$ cat src/rtl/irq_pend_pkg.sv
package irq_pend_pkg;

    localparam int N_SRC = 8;
    localparam int ADDR_W = 8;
    localparam int IDX_W = $clog2(N_SRC);

    localparam logic [ADDR_W-1:0] ADDR_PEND = 8'hDA;
    localparam logic [ADDR_W-1:0] ADDR_MASK = 8'hE0;
    localparam logic [ADDR_W-1:0] ADDR_SWEN = 8'hE1;

    typedef enum logic [IDX_W-1:0] {
        SRC_VMON   = 3'd0,
        SRC_ANALOG = 3'd1,
        SRC_TOUCH  = 3'd2,
        SRC_TIMER0 = 3'd3,
        SRC_GPIO   = 3'd4,
        SRC_SPI    = 3'd5,
        SRC_SLEEP  = 3'd6,
        SRC_I2C    = 3'd7
    } irq_src_e;

    typedef enum logic {
        WM_CLEAR = 1'b0,
        WM_POST  = 1'b1
    } wr_mode_e;

endpackage

$ cat src/rtl/irq_edge_detect.sv
module irq_edge_detect #(
    parameter int N = 8
) (
    input  logic         clk,
    input  logic         rst_n,
    input  logic [N-1:0] req_i,
    output logic [N-1:0] rise_o
);

    logic [N-1:0] req_q;

    for (genvar g = 0; g < N; g++) begin : g_bit
        always_ff @(posedge clk or negedge rst_n) begin
            if (!rst_n) begin
                req_q[g] <= 1'b0;
            end else begin
                req_q[g] <= req_i[g];
            end
        end
        assign rise_o[g] = req_i[g] & ~req_q[g];
    end

endmodule

$ cat src/rtl/irq_prio_pick.sv
module irq_prio_pick #(
    parameter int N = 8,
    localparam int IW = $clog2(N)
) (
    input  logic [N-1:0]  pend_i,
    input  logic [N-1:0]  mask_i,
    output logic [IW-1:0] idx_o,
    output logic          valid_o
);

    logic [N-1:0] live;

    always_comb begin
        live    = pend_i & mask_i;
        idx_o   = '0;
        valid_o = 1'b0;
        for (int i = N - 1; i >= 0; i--) begin
            if (live[i]) begin
                idx_o   = IW'(i);
                valid_o = 1'b1;
            end
        end
    end

endmodule

$ cat src/rtl/irq_pend_regs.sv
module irq_pend_regs
    import irq_pend_pkg::*;
#(
    parameter int N = N_SRC,
    parameter int AW = ADDR_W,
    parameter logic [AW-1:0] A_PEND = ADDR_PEND,
    parameter logic [AW-1:0] A_MASK = ADDR_MASK,
    parameter logic [AW-1:0] A_SWEN = ADDR_SWEN
) (
    input  logic          clk,
    input  logic          rst_n,
    input  logic [AW-1:0] addr_i,
    input  logic          we_i,
    input  logic [N-1:0]  wdata_i,
    input  logic [N-1:0]  hw_set_i,
    input  logic [N-1:0]  ack_clr_i,
    output logic [N-1:0]  pend_o,
    output logic [N-1:0]  mask_o,
    output logic          swen_o,
    output logic [N-1:0]  rdata_o
);

    logic [N-1:0] pend_q, pend_d;
    logic [N-1:0] mask_q;
    wr_mode_e     mode_q;
    logic [N-1:0] sw_set, sw_clr;
    logic         sel_pend;

    assign sel_pend = we_i && (addr_i == A_PEND);

    // Interpretation of a pending-register write depends on the mode state
    always_comb begin
        sw_set = '0;
        sw_clr = '0;
        if (sel_pend) begin
            unique case (mode_q)
                WM_CLEAR: sw_clr = ~wdata_i;
                WM_POST:  sw_set = wdata_i;
            endcase
        end
    end

    // Set sources are applied after clears so a same-cycle edge survives
    assign pend_d = (pend_q & ~(sw_clr | ack_clr_i)) | sw_set | hw_set_i;

    always_ff @(posedge clk or negedge rst_n) begin
        if (!rst_n) begin
            pend_q <= '0;
        end else begin
            pend_q <= pend_d;
        end
    end

    always_ff @(posedge clk or negedge rst_n) begin
        if (!rst_n) begin
            mask_q <= '0;
        end else if (we_i && (addr_i == A_MASK)) begin
            mask_q <= wdata_i;
        end
    end

    // Mode state: clear-mode after reset, bit 0 of the enable register moves it
    always_ff @(posedge clk or negedge rst_n) begin
        if (!rst_n) begin
            mode_q <= WM_CLEAR;
        end else if (we_i && (addr_i == A_SWEN)) begin
            mode_q <= wdata_i[0] ? WM_POST : WM_CLEAR;
        end
    end

    always_comb begin
        if (addr_i == A_PEND) begin
            rdata_o = pend_q;
        end else if (addr_i == A_MASK) begin
            rdata_o = mask_q;
        end else if (addr_i == A_SWEN) begin
            rdata_o = {{(N-1){1'b0}}, (mode_q == WM_POST)};
        end else begin
            rdata_o = '0;
        end
    end

    assign pend_o = pend_q;
    assign mask_o = mask_q;
    assign swen_o = (mode_q == WM_POST);

endmodule

$ cat src/rtl/irq_pend_bank.sv
module irq_pend_bank
    import irq_pend_pkg::*;
#(
    parameter int N = N_SRC,
    parameter int AW = ADDR_W,
    localparam int IW = $clog2(N)
) (
    input  logic          clk,
    input  logic          rst_n,
    input  logic [N-1:0]  src_req_i,
    input  logic [AW-1:0] bus_addr_i,
    input  logic          bus_we_i,
    input  logic [N-1:0]  bus_wdata_i,
    output logic [N-1:0]  bus_rdata_o,
    input  logic          ack_i,
    output logic          irq_o,
    output logic [IW-1:0] pend_idx_o,
    output logic          pend_valid_o
);

    logic [N-1:0] edge_w;
    logic [N-1:0] pend_q;
    logic [N-1:0] mask_q;
    logic         swen_q;
    logic [N-1:0] ack_clr;

    irq_edge_detect #(.N(N)) u_edge (
        .clk    (clk),
        .rst_n  (rst_n),
        .req_i  (src_req_i),
        .rise_o (edge_w)
    );

    irq_pend_regs #(.N(N), .AW(AW)) u_regs (
        .clk       (clk),
        .rst_n     (rst_n),
        .addr_i    (bus_addr_i),
        .we_i      (bus_we_i),
        .wdata_i   (bus_wdata_i),
        .hw_set_i  (edge_w),
        .ack_clr_i (ack_clr),
        .pend_o    (pend_q),
        .mask_o    (mask_q),
        .swen_o    (swen_q),
        .rdata_o   (bus_rdata_o)
    );

    irq_prio_pick #(.N(N)) u_pick (
        .pend_i  (pend_q),
        .mask_i  (mask_q),
        .idx_o   (pend_idx_o),
        .valid_o (pend_valid_o)
    );

    assign ack_clr = (ack_i && pend_valid_o) ? (N'(1) << pend_idx_o) : '0;
    assign irq_o   = |(pend_q & mask_q);

endmodule

$ cat config.mk
export PLATFORM = sky130hd
export DESIGN_NAME = irq_pend_bank
export DESIGN_NICKNAME = d
export VERILOG_FILES = /design/src/rtl/irq_pend_pkg.sv /design/src/rtl/irq_edge_detect.sv /design/src/rtl/irq_prio_pick.sv /design/src/rtl/irq_pend_regs.sv /design/src/rtl/irq_pend_bank.sv
export SDC_FILE = /design/constraint.sdc
export NUM_CORES = 1
export LEC_CHECK = 0
export BUFFER_PORTS_ARGS = -buffer_cell sky130_fd_sc_hd__buf_2
export CAP_MARGIN = 20
export CORE_AREA = 5 5 53 59
export CTS_BUF_LIST = sky130_fd_sc_hd__clkbuf_8
export CTS_CLUSTER_SIZE = 25
export DETAILED_ROUTE_END_ITERATION = 12
export DIE_AREA = 0 0 58 64
export PLACE_DENSITY = 0.8
export SYNTH_ARGS = -nofsm -noshare
export SYNTH_HDL_FRONTEND = slang
export SYNTH_SLANG_ARGS = --single-unit
$ cat constraint.sdc
create_clock -name clk -period 2.8 [get_ports clk]
set_clock_uncertainty 0.05 [all_clocks]
set_input_delay 0.56 -clock clk [delete_from_list [all_inputs] [get_ports clk]]
set_output_delay 0.56 -clock clk [all_outputs]
set_load 0.005 [all_outputs]
==> metrics, run 1 <==
number of fill cells 222; dpl hpwl 2387 um; Routed Antenna Nets 0; FF/Latch Area 625.6 um^2; first-pass GRT wire length 5319 um; Yosys reg bits 25; Inserted Clock Buffers 3; synth unique cells 33; DR vias/cell 5.963; Critical Path Max Stage Delay 0.42 ns; Synth Flop Type dfrtp_1; max cap viols 0; Synthesized Nets 144; Initial Util 53.19%; clock root buffer clkbuf_8; final worst-path cycle share 87.02%; Worst VDD drop 0.4072 mV; EDFF count, synth 0; DR WL/cell 16.54 um; FP Rows 19; H-tree depth 1; Worst Tran Pin Value 0.5629 ns; final setup violation count 0; GRT overflow 0; Synth async-reset ratio 100.0%; Required @ worst endpoint 2.19 ns; Worst Setup Start Kind flop; relative slew slack 62.48%; top-area cell type share of the netlist area 47.57%; post-route DRC violation count 0; sequential power share 53.7%; Port Buffer Count 40; CTS Hold Buffers Added 0; synth cell count leaders dfrtp_1, nand2_1, mux2_2; fin cells 191; initial antenna violation count 0; Min Clock Period, post-route 2.436 ns; Top-Level Pins 41; status finished clean; Tot Pwr 774.4 uW; share of post-route cells with drive strength above 1 43.13%; synth warn 0; Logic pwr share 18.8%; crit path buf inv count 2; GPL Wtd Cong 0.8901; Total Wirelength 3159 um; largest cells by area after synthesis dfrtp_1, mux2_2, a22o_2; pwr/cell area 483.2 mW/mm^2; fin. max-slew vios 0; sw frac 28.49%; Die ar. 0.003712 mm^2; Die Span Y 64 um; top-count cell post-synth dfrtp_1; CP top delay family compound AO/OA/AOI/OAI gates; drt pass-1 iters 4; Yosys top cell by area dfrtp_1; Avg Synthesized Cell Area 11.34 um^2; CTS Sinks 25; Sw Pwr 220.6 uW; nets 189; Max Clock Freq 410.4 MHz; DRT iter0 DRCs 37; vias in the first global route 1208; Leakage 0.0007885 uW; clock power share 27.6%; clock-pin slew on the worst setup and hold paths 0.09 ns; crit-path cells nand2_1, a32o_1, a32oi_1, inv_1, buf_2; Chip Width 58 um; Bufs on Longest Clock Path 2; Resize count post-CTS 0; setup bufs post-CTS 0; Multi-input gate area 670.6 um^2; vias 1139; Worst Setup End Kind output port; internal power 553.8 uW; Worst Path Max Fanout 4; cells after synthesis 116; CP max stage cell dfrtp_1; Seq/Total Area, Yosys 47.57%; Min-Delay Path Class input pin to async pin; RSZ-0062 raised after global routing no; synthesized cell area 0.001315 mm^2; Setup TNS Final 0 ns; n_diodes 0; CTS tree yes; WS Path Type flop to output port; critical path data arrival time 1.83 ns; Synth-to-Final Area Change 21.88%; placed insts 187; gr usage total 18.39%; largest net degree at the start of global routing 26; latest clock arrival within the worst-skew pair 0.27 ns; final hold vios 0; core area 0.002472 mm^2
[placed cells by master (no fill, tap or decap), types with 2 or more instances in the layout]
cell type  Yosys  routed
nand2_1       13      13
a21oi_1        7       7
o221ai_1       5       5
dfrtp_1       25      25
inv_1          4       5
nor2b_1        6       6
o22ai_1        2       2
a32o_1         2       2
buf_2          0      40
mux2_2         9       9
a22o_1         4       4
nand4_1        3       3
nor2_1         6       6
nor4b_4        2       2
a22o_2         7       7
nand3_1        3       3
clkbuf_8       0       3
[path summary, 6_finish.rpt]
| path | depth (start not counted) | from | slack (ns) | to |
|---|---|---|---|---|
| hold reg to reg | 1 | u_edge.req_q[1]$_DFF_PN0_ | 0.39 | u_regs.pend_o[1]$_DFF_PN0_ |
| min in group clk | 1 | src_req_i[4] | 0.35 | u_edge.req_q[4]$_DFF_PN0_ |
| hold / removal | 1 | rst_n | 0.22 | u_regs.pend_o[5]$_DFF_PN0_ |
| setup / recovery | 5 | u_regs.pend_o[6]$_DFF_PN0_ | 0.36 | pend_idx_o[0] |
| setup reg to reg | 6 | u_regs.pend_o[6]$_DFF_PN0_ | 0.94 | u_regs.pend_o[6]$_DFF_PN0_ |
| max in group asynchronous | 1 | rst_n | 2.11 | u_regs.pend_o[0]$_DFF_PN0_ |
[layer usage]
metal / vias up / wire [um] / GRT usage, %
li1: 534 / - / -
met1: 551 / 1260 / 22.09
met2: 47 / 1622 / 31.50
met3: 7 / 225 / 3.622
met4: 0 / 52 / 8.116
met5: - / 0 / 0
[worst reg2reg max path: cells and delay by family (launching register included)]
family	cells	cell delay, ns
compound gates	3	0.88
buf+inv	1	0.21
flops	1	0.42
simple gates	2	0.18
[registers in the layout, indices dropped and copies added, names as in the netlist]
signal	count
u_regs.mask_o	8
u_regs.pend_o	8
u_regs.swen_o	1
u_edge.req_q	8
[logic make-up (layout without fill, tap and decap cells)]
family | count (synthesis) | after routing | share of synthesized area (%)
compound gates | 33 | 33 | 20.27
buf+inv | 5 | 49 | 1.427
flops | 25 | 25 | 47.57
mux | 10 | 10 | 8.468
simple gates | 43 | 43 | 22.27
[metrics by stage]
stage	utilization, %	hold slack (ns)	setup slack (ns)	cell area (um^2)
after floorplan	-	0.2144	0.7268	1315
after global placement	63.01	0.3657	0.4964	1558
after detailed placement	63.01	0.3696	0.4510	1558
after CTS	64.83	0.2362	0.4146	1603
after global routing	64.83	0.2481	0.2879	1603
final	64.83	0.2206	0.3635	1603
[power groups by stage]
stage                     combinational (uW)  sequential (uW)  clock (uW)
after floorplan                         78.8              414           0
after global placement                   139              422           0
after detailed placement                 144              422           0
after CTS                                146              415         213
after global routing                     162              419         232
final                                    145              416         213
[cell type report]
class	count	share of cell area [%]
repair buffers	41	12.96
well taps	31	2.420
inverters	4	0.9368
flip-flops and latches	25	39.03
clock buffers	3	2.576
multi-input cells	86	41.84
clock inverters	1	0.2342
Power figures use the tool's default switching activity.
==> run 2, diff against run 1 <==
--- a/config.mk
+++ b/config.mk
@@ -5,14 +5,15 @@
 export SDC_FILE = /design/constraint.sdc
 export NUM_CORES = 1
 export LEC_CHECK = 0
+export ABC_AREA = 1
 export BUFFER_PORTS_ARGS = -buffer_cell sky130_fd_sc_hd__buf_2
 export CAP_MARGIN = 20
-export CORE_AREA = 5 5 53 59
+export CORE_AREA = 5 5 55 61
 export CTS_BUF_LIST = sky130_fd_sc_hd__clkbuf_8
 export CTS_CLUSTER_SIZE = 25
 export DETAILED_ROUTE_END_ITERATION = 12
-export DIE_AREA = 0 0 58 64
-export PLACE_DENSITY = 0.8
+export DIE_AREA = 0 0 60 66
+export PLACE_DENSITY = 0.81
 export SYNTH_ARGS = -nofsm -noshare
 export SYNTH_HDL_FRONTEND = slang
 export SYNTH_SLANG_ARGS = --single-unit
==> metrics, run 2 <==
status finished clean; Required @ worst endpoint 2.19 ns (about the same); Synth Area in XOR/XNOR 0% (unchanged); clock-pin slew on the worst setup and hold paths 0.09 ns (about the same); CTS Hold Buffers Added 0 (unchanged); core area 0.002703 mm^2 (+9.3%); reg2reg end u_regs.pend_o[5]$_DFF_PN0_; Routed Antenna Nets 0 (unchanged); initial antenna violation count 0 (unchanged); Compound-Gate Fraction of Synth Area 12.77% (-7.5 points); area post-placement 0.001663 mm^2 (+6.7%); relative slew slack 61.75% (-0.73 points); pwr/cell area 452.7 mW/mm^2 (-6.3%); cells after synthesis 189 (+63%); largest family of logic cells by synthesized area simple AND/OR/NAND/NOR gates; Worst Tran Pin Value 0.5738 ns (+0.01094 ns); synth unique cells 28 (-15%); Top-Level Pins 41 (unchanged); simple-gate share of the synthesized area 33.70% (+11 points); largest cells by area after synthesis dfrtp_1, nand2_1, nand3_1; Leakage 0.0009801 uW (+24%); final worst slack 0.3745 ns (+0.01095 ns); H-tree depth 1 (unchanged); GRT overflow 0 (unchanged); Worst VDD drop 0.3679 mV (-9.6%); Min Clock Period, post-route 2.426 ns (-0.01095 ns); Final Instance Area 0.001709 mm^2 (+6.6%); Synth async-reset ratio 100.0% (unchanged); Synth Flop Type dfrtp_1; critical path data arrival time 1.82 ns (about the same); gr usage total 18.78% (+0.39 points); EDFF count, synth 0 (unchanged); synth warn 0 (unchanged); most common cell after layout, fill and taps aside nand2_1; synth cell count leaders nand2_1, dfrtp_1, inv_1; Initial Util 54.40% (+1.2 points); DR WL/cell 12.77 um (-23%); DRT iter0 DRCs 44 (+19%); CTS Sinks 25 (unchanged); flop2flop setup slack 1.32 ns (+0.38 ns); Synth-to-Final Area Change 16.26%; share of post-route cells with drive strength above 1 28.07% (-15 points); Yosys top cell by area dfrtp_1; final hold vios 0 (unchanged); Worst Setup End Kind output port; largest net degree at the start of global routing 26 (unchanged); Yosys reg bits 25 (unchanged); drt pass-1 iters 4 (unchanged); top-area cell type share of the netlist area 42.55% (-5.0 points); Avg Synthesized Cell Area 7.779 um^2 (-31%); Synthesized Nets 217 (+51%); WS Path Type input pin to output port; Worst Setup Start Kind input pin; top-count cell post-synth nand2_1; reg2reg start u_regs.mask_o[0]$_DFFE_PN0P_; Port Buffer Count 40 (unchanged); Resize count post-CTS 0 (unchanged); adder-cell area share of the yosys netlist 0% (unchanged); n_diodes 0 (unchanged); Total Wirelength 3333 um (+5.5%); number of fill cells 253 (+14%); FP Rows 20 (+1); Die ar. 0.003960 mm^2 (+6.7%); FF/Latch Area 625.6 um^2 (unchanged); Chip Width 60 um (+3.4%); GPL Wtd Cong 0.8549 (-4.0%); most frequent cells in the layout nand2_1, buf_2, dfrtp_1, inv_1, nand3_1; vias in the first global route 1364 (+13%); synthesized cell area 0.001470 mm^2 (+12%); Bufs on Longest Clock Path 2 (unchanged); first-pass GRT wire length 5789 um (+8.8%); Min-Delay Path Class input pin to async pin; Inserted Clock Buffers 3 (unchanged); max cap viols 0 (unchanged); Setup TNS Final 0 ns (unchanged); Seq/Total Area, Yosys 42.55% (-5.0 points); setup bufs post-CTS 0 (unchanged); CTS tree yes; latest clock arrival within the worst-skew pair 0.27 ns (about the same); Reg2Reg Depth 8 (+2); final setup violation count 0 (unchanged); post-route DRC violation count 0 (unchanged); vias 1398 (+23%); worst hold slack 0.2100 ns (-0.01058 ns); RSZ-0062 raised after global routing no; Worst Path Max Fanout 13 (+9); DR vias/cell 5.356 (-10%); Die Span Y 66 um (+3.1%); Crit. Startpoint bus_addr_i[6]; Max Clock Freq 412.3 MHz (+0.45%); clock root buffer clkbuf_8; dpl hpwl 2589 um (+8.5%); Multi-input gate area 683.2 um^2 (+1.9%); final worst-path cycle share 86.63% (-0.39 points); fin. max-slew vios 0 (unchanged); mux contribution to synthesized area 0% (-8.5 points); pre-CTS setup slack 0.3851 ns (-0.06586 ns); nets 257 (+36%)
run 2: cell count changes in the layout (fill, tap and decap cells not counted), sizes merged, moves of 4 or more:
cell	previous run	this run
nand2	14	59
inv	5	26
nand3	3	23
a22o	11	0
mux2	9	0
o21ai	1	10
a32oi	1	8
nor2b	6	0
o221ai	6	0
nor2	7	11
run 2: cell type report:
class / instances / share of cell area, %
inverters: 26 / 5.710
repair buffers: 42 / 12.59
multi-input cells: 131 / 39.97
well taps: 33 / 2.416
clock inverters: 1 / 0.2928
clock buffers: 3 / 2.416
flip-flops and latches: 25 / 36.60
run 2: report_power, final:
group	internal (uW)	switching [uW]	leakage, uW	total, uW
Clock	99.6	116	0.0000255	215
Combinational	61.6	96.3	0.000665	158
Sequential	384	17.1	0.000290	401
Total	545	229	0.000980	774
run 2: cells by family after synthesis:
family | count (synthesis)
AND/OR/NAND/NOR | 104
buffers and inverters | 33
AO/OA/AOI/OAI | 27
flip-flops | 25
run 2: how the worst max path moves through the flow:
| stage | to | depth (start not counted) |
|---|---|---|
| after floorplan | bus_rdata_o[5] | 7 |
| after global placement | bus_rdata_o[0] | 9 |
| after detailed placement | bus_rdata_o[0] | 9 |
| after CTS | bus_rdata_o[0] | 9 |
| after global routing | bus_rdata_o[0] | 9 |
| final | bus_rdata_o[0] | 9 |
run 2: metal layers:
metal  track usage (%)  vias to the layer above  wire length (um)  share of wire (%)
li1                  -                      702                 -                  -
met2             30.95                       49              1545                 46
met1             25.47                      642              1552                 47
met3             3.125                        5               202                6.1
met4             4.432                        0                32               0.96
met5                 0                        -                 0                  0
run 2: critical path: stages:
cell and delay (ns):
buf_2 0.07, nand2_1 0.06, nor3b_2 0.20, and3_1 0.51, nand2_1 0.09, nand3_1 0.08, o21ai_1 0.07, inv_1 0.05
buf_2 0.10
run 2: per-stage QoR:
| step | cells | util [%] | power (uW) |
|---|---|---|---|
| 6_report | 261 | 63.24 | 773.8 |
| 3_3_place_gp | 257 | 61.53 | 562.9 |
| 4_1_cts | 261 | 63.24 | 774.6 |
| 2_1_floorplan | 189 | - | 500.4 |
| 5_1_grt | 261 | 63.24 | 821.0 |
| 3_5_place_dp | 257 | 61.53 | 565.7 |
==> run 3, diff against run 2 <==
--- a/config.mk
+++ b/config.mk
@@ -8,11 +8,11 @@
 export ABC_AREA = 1
 export BUFFER_PORTS_ARGS = -buffer_cell sky130_fd_sc_hd__buf_2
 export CAP_MARGIN = 20
-export CORE_AREA = 5 5 55 61
+export CORE_AREA = 5 5 57 59
 export CTS_BUF_LIST = sky130_fd_sc_hd__clkbuf_8
 export CTS_CLUSTER_SIZE = 25
 export DETAILED_ROUTE_END_ITERATION = 12
-export DIE_AREA = 0 0 60 66
+export DIE_AREA = 0 0 62 64
 export PLACE_DENSITY = 0.81
 export SYNTH_ARGS = -nofsm -noshare
 export SYNTH_HDL_FRONTEND = slang
==> constraint.sdc (replaced) <==
create_clock -name clk -period 2.8 [get_ports clk]
set_clock_uncertainty 0.05 [all_clocks]
set_input_delay 0.14 -clock clk [delete_from_list [all_inputs] [get_ports clk]]
set_output_delay 0.14 -clock clk [all_outputs]
set_load 0.005 [all_outputs]
==> metrics, run 3 (synthesis results as in run 2) <==
Min Clock Period, post-route 1.711 ns (-0.7149 ns); drt pass-1 iters 4 (unchanged); reg2reg start u_regs.pend_o[0]$_DFF_PN0_; flop2flop setup slack 1.29 ns (-0.03 ns); initial antenna violation count 0 (unchanged); status finished clean; placed insts 253 (-1.6%); GPL Wtd Cong 0.8411 (-1.6%); vias in the first global route 1285 (-5.8%); CTS Sinks 25 (unchanged); Worst Hold Path EP u_regs.mask_o[7]$_DFFE_PN0P_; Min-Delay Path Class input pin to flop; Required @ worst endpoint 2.61 ns (+0.42 ns); Resize count post-CTS 0 (unchanged); RSZ-0062 raised after global routing no; Worst Setup End Kind output port; n_diodes 0 (unchanged); first-pass GRT wire length 5989 um (+3.5%); area post-placement 0.001645 mm^2 (-1.1%); clock root buffer clkbuf_8; Setup TNS Final 0 ns (unchanged); reg2reg end u_regs.pend_o[5]$_DFF_PN0_; Bufs on Longest Clock Path 2 (unchanged); critical path data arrival time 1.52 ns (-0.30 ns); Routed Antenna Nets 0 (unchanged); post-route DRC violation count 0 (unchanged); Initial Util 55.22% (+0.82 points); dpl hpwl 2638 um (+1.9%); clock-pin slew on the worst setup and hold paths 0.09 ns (about the same); largest net degree at the start of global routing 26 (unchanged); share of post-route cells with drive strength above 1 25.96% (-2.1 points); DR WL/cell 13.18 um (+3.2%); fin cells 266 (+1.9%); Worst VDD drop 0.3828 mV (+4.1%); final worst-path cycle share 61.09% (-26 points); Total Wirelength 3507 um (+5.2%); relative slew slack 61.11% (-0.64 points); Final Instance Area 0.001780 mm^2 (+4.2%); H-tree depth 1 (unchanged); DR vias/cell 5.301 (-1.0%); Leakage 0.001008 uW (+2.9%); vias 1410 (+0.86%); hold path cells 3; latest clock arrival within the worst-skew pair 0.27 ns (about the same); fin. max-slew vios 0 (unchanged); most common cell after layout, fill and taps aside nand2_1; Die ar. 0.003968 mm^2 (+0.20%); setup bufs post-CTS 0 (unchanged); Worst Tran Pin Value 0.5834 ns (+0.009598 ns); WS Path Type flop to output port; Tot Pwr 786.7 uW (+1.7%); hold path startpoint bus_wdata_i[7]; Port Buffer Count 40 (unchanged); CTS Hold Buffers Added 9 (+9); nets 264 (+2.7%); FP Rows 19 (-5.0%); max cap viols 0 (unchanged); final hold vios 0 (unchanged); Chip Width 62 um (+3.3%); DRT iter0 DRCs 57 (+30%); Max Clock Freq 584.6 MHz (+42%); gr usage total 19.82% (+1.0 points); Top-Level Pins 41 (unchanged); GRT overflow 0 (unchanged); Worst Setup Start Kind flop; Reg2Reg Depth 8 (unchanged); final setup violation count 0 (unchanged); Worst Path Max Fanout 5 (-8); Synth-to-Final Area Change 21.11%; core area 0.002663 mm^2 (-1.5%); pwr/cell area 441.8 mW/mm^2 (-2.4%); CTS tree yes; Inserted Clock Buffers 3 (unchanged); Die Span Y 64 um (-3.0%); most frequent cells in the layout nand2_1, buf_2, inv_1, dfrtp_1, nand3_1
## run 3: cell types whose count changed in the layout (fill, tap and decap cells not counted), sizes merged
| cell | previous run | this run |
|---|---|---|
| buf | 42 | 40 |
| inv | 26 | 27 |
| clkinv | 1 | 0 |
| dlygate4sd3 | 0 | 9 |
## run 3: critical path, stage by stage (launching register included)
cell,delay (ns)
dfrtp_1,0.40
nand2_1,0.14
inv_1,0.05
nand2_1,0.05
nand2_1,0.04
nand2_1,0.06
nand2_1,0.05
nand2_1,0.08
nand2_2,0.09
nand2_2,0.11
inv_1,0.05
buf_2,0.12
## run 3: where the power goes
| group | internal, uW | switching [uW] |
|---|---|---|
| registers | 384 | 17.8 |
| clock network | 98.4 | 117 |
| logic | 69.7 | 99.7 |
## run 3: worst max path at each step
stage | startpoint | end | slack, ns | depth (start not counted)
2_1_floorplan | u_regs.pend_o[0]$_DFF_PN0_ | u_regs.pend_o[7]$_DFF_PN0_ | 1.53 | 8
4_1_cts | u_regs.mask_o[7]$_DFFE_PN0P_ | pend_idx_o[0] | 1.09 | 11
3_5_place_dp | bus_addr_i[6] | bus_rdata_o[2] | 1.15 | 7
3_3_place_gp | bus_addr_i[6] | bus_rdata_o[0] | 1.18 | 9
5_1_grt | u_regs.mask_o[6]$_DFFE_PN0P_ | pend_idx_o[0] | 0.95 | 10
6_report | u_regs.mask_o[7]$_DFFE_PN0P_ | pend_idx_o[0] | 1.09 | 11
## run 3: layer usage
metal | global-route usage, % | vias up | routed length, um
met5 | 0 | - | 0
met4 | 5.836 | 0 | 40
met3 | 3.421 | 4 | 186
met2 | 27.59 | 45 | 1585
met1 | 30.93 | 645 | 1694
li1 | - | 716 | -
## run 3: cell type report
class / instances / area [um^2]
tap: 31 / 38.79
clock inverter: 1 / 3.754
multi-input combinational: 131 / 683.2
inverter: 26 / 97.59
sequential: 25 / 625.6
fill: 250 / 882.1
timing repair buffer: 49 / 290.3
clock buffer: 3 / 41.29
## run 3: stage by stage
stage               worst slack, ns  hold slack (ns)  utilization [%]
floorplan                     1.527          -0.2056                -
detailed placement            1.150           0.1154            61.80
global placement              1.180           0.1064            61.80
finish                        1.089          0.09279            66.87
global route                 0.9479          0.09183            66.87
CTS                           1.091          0.09393            66.87
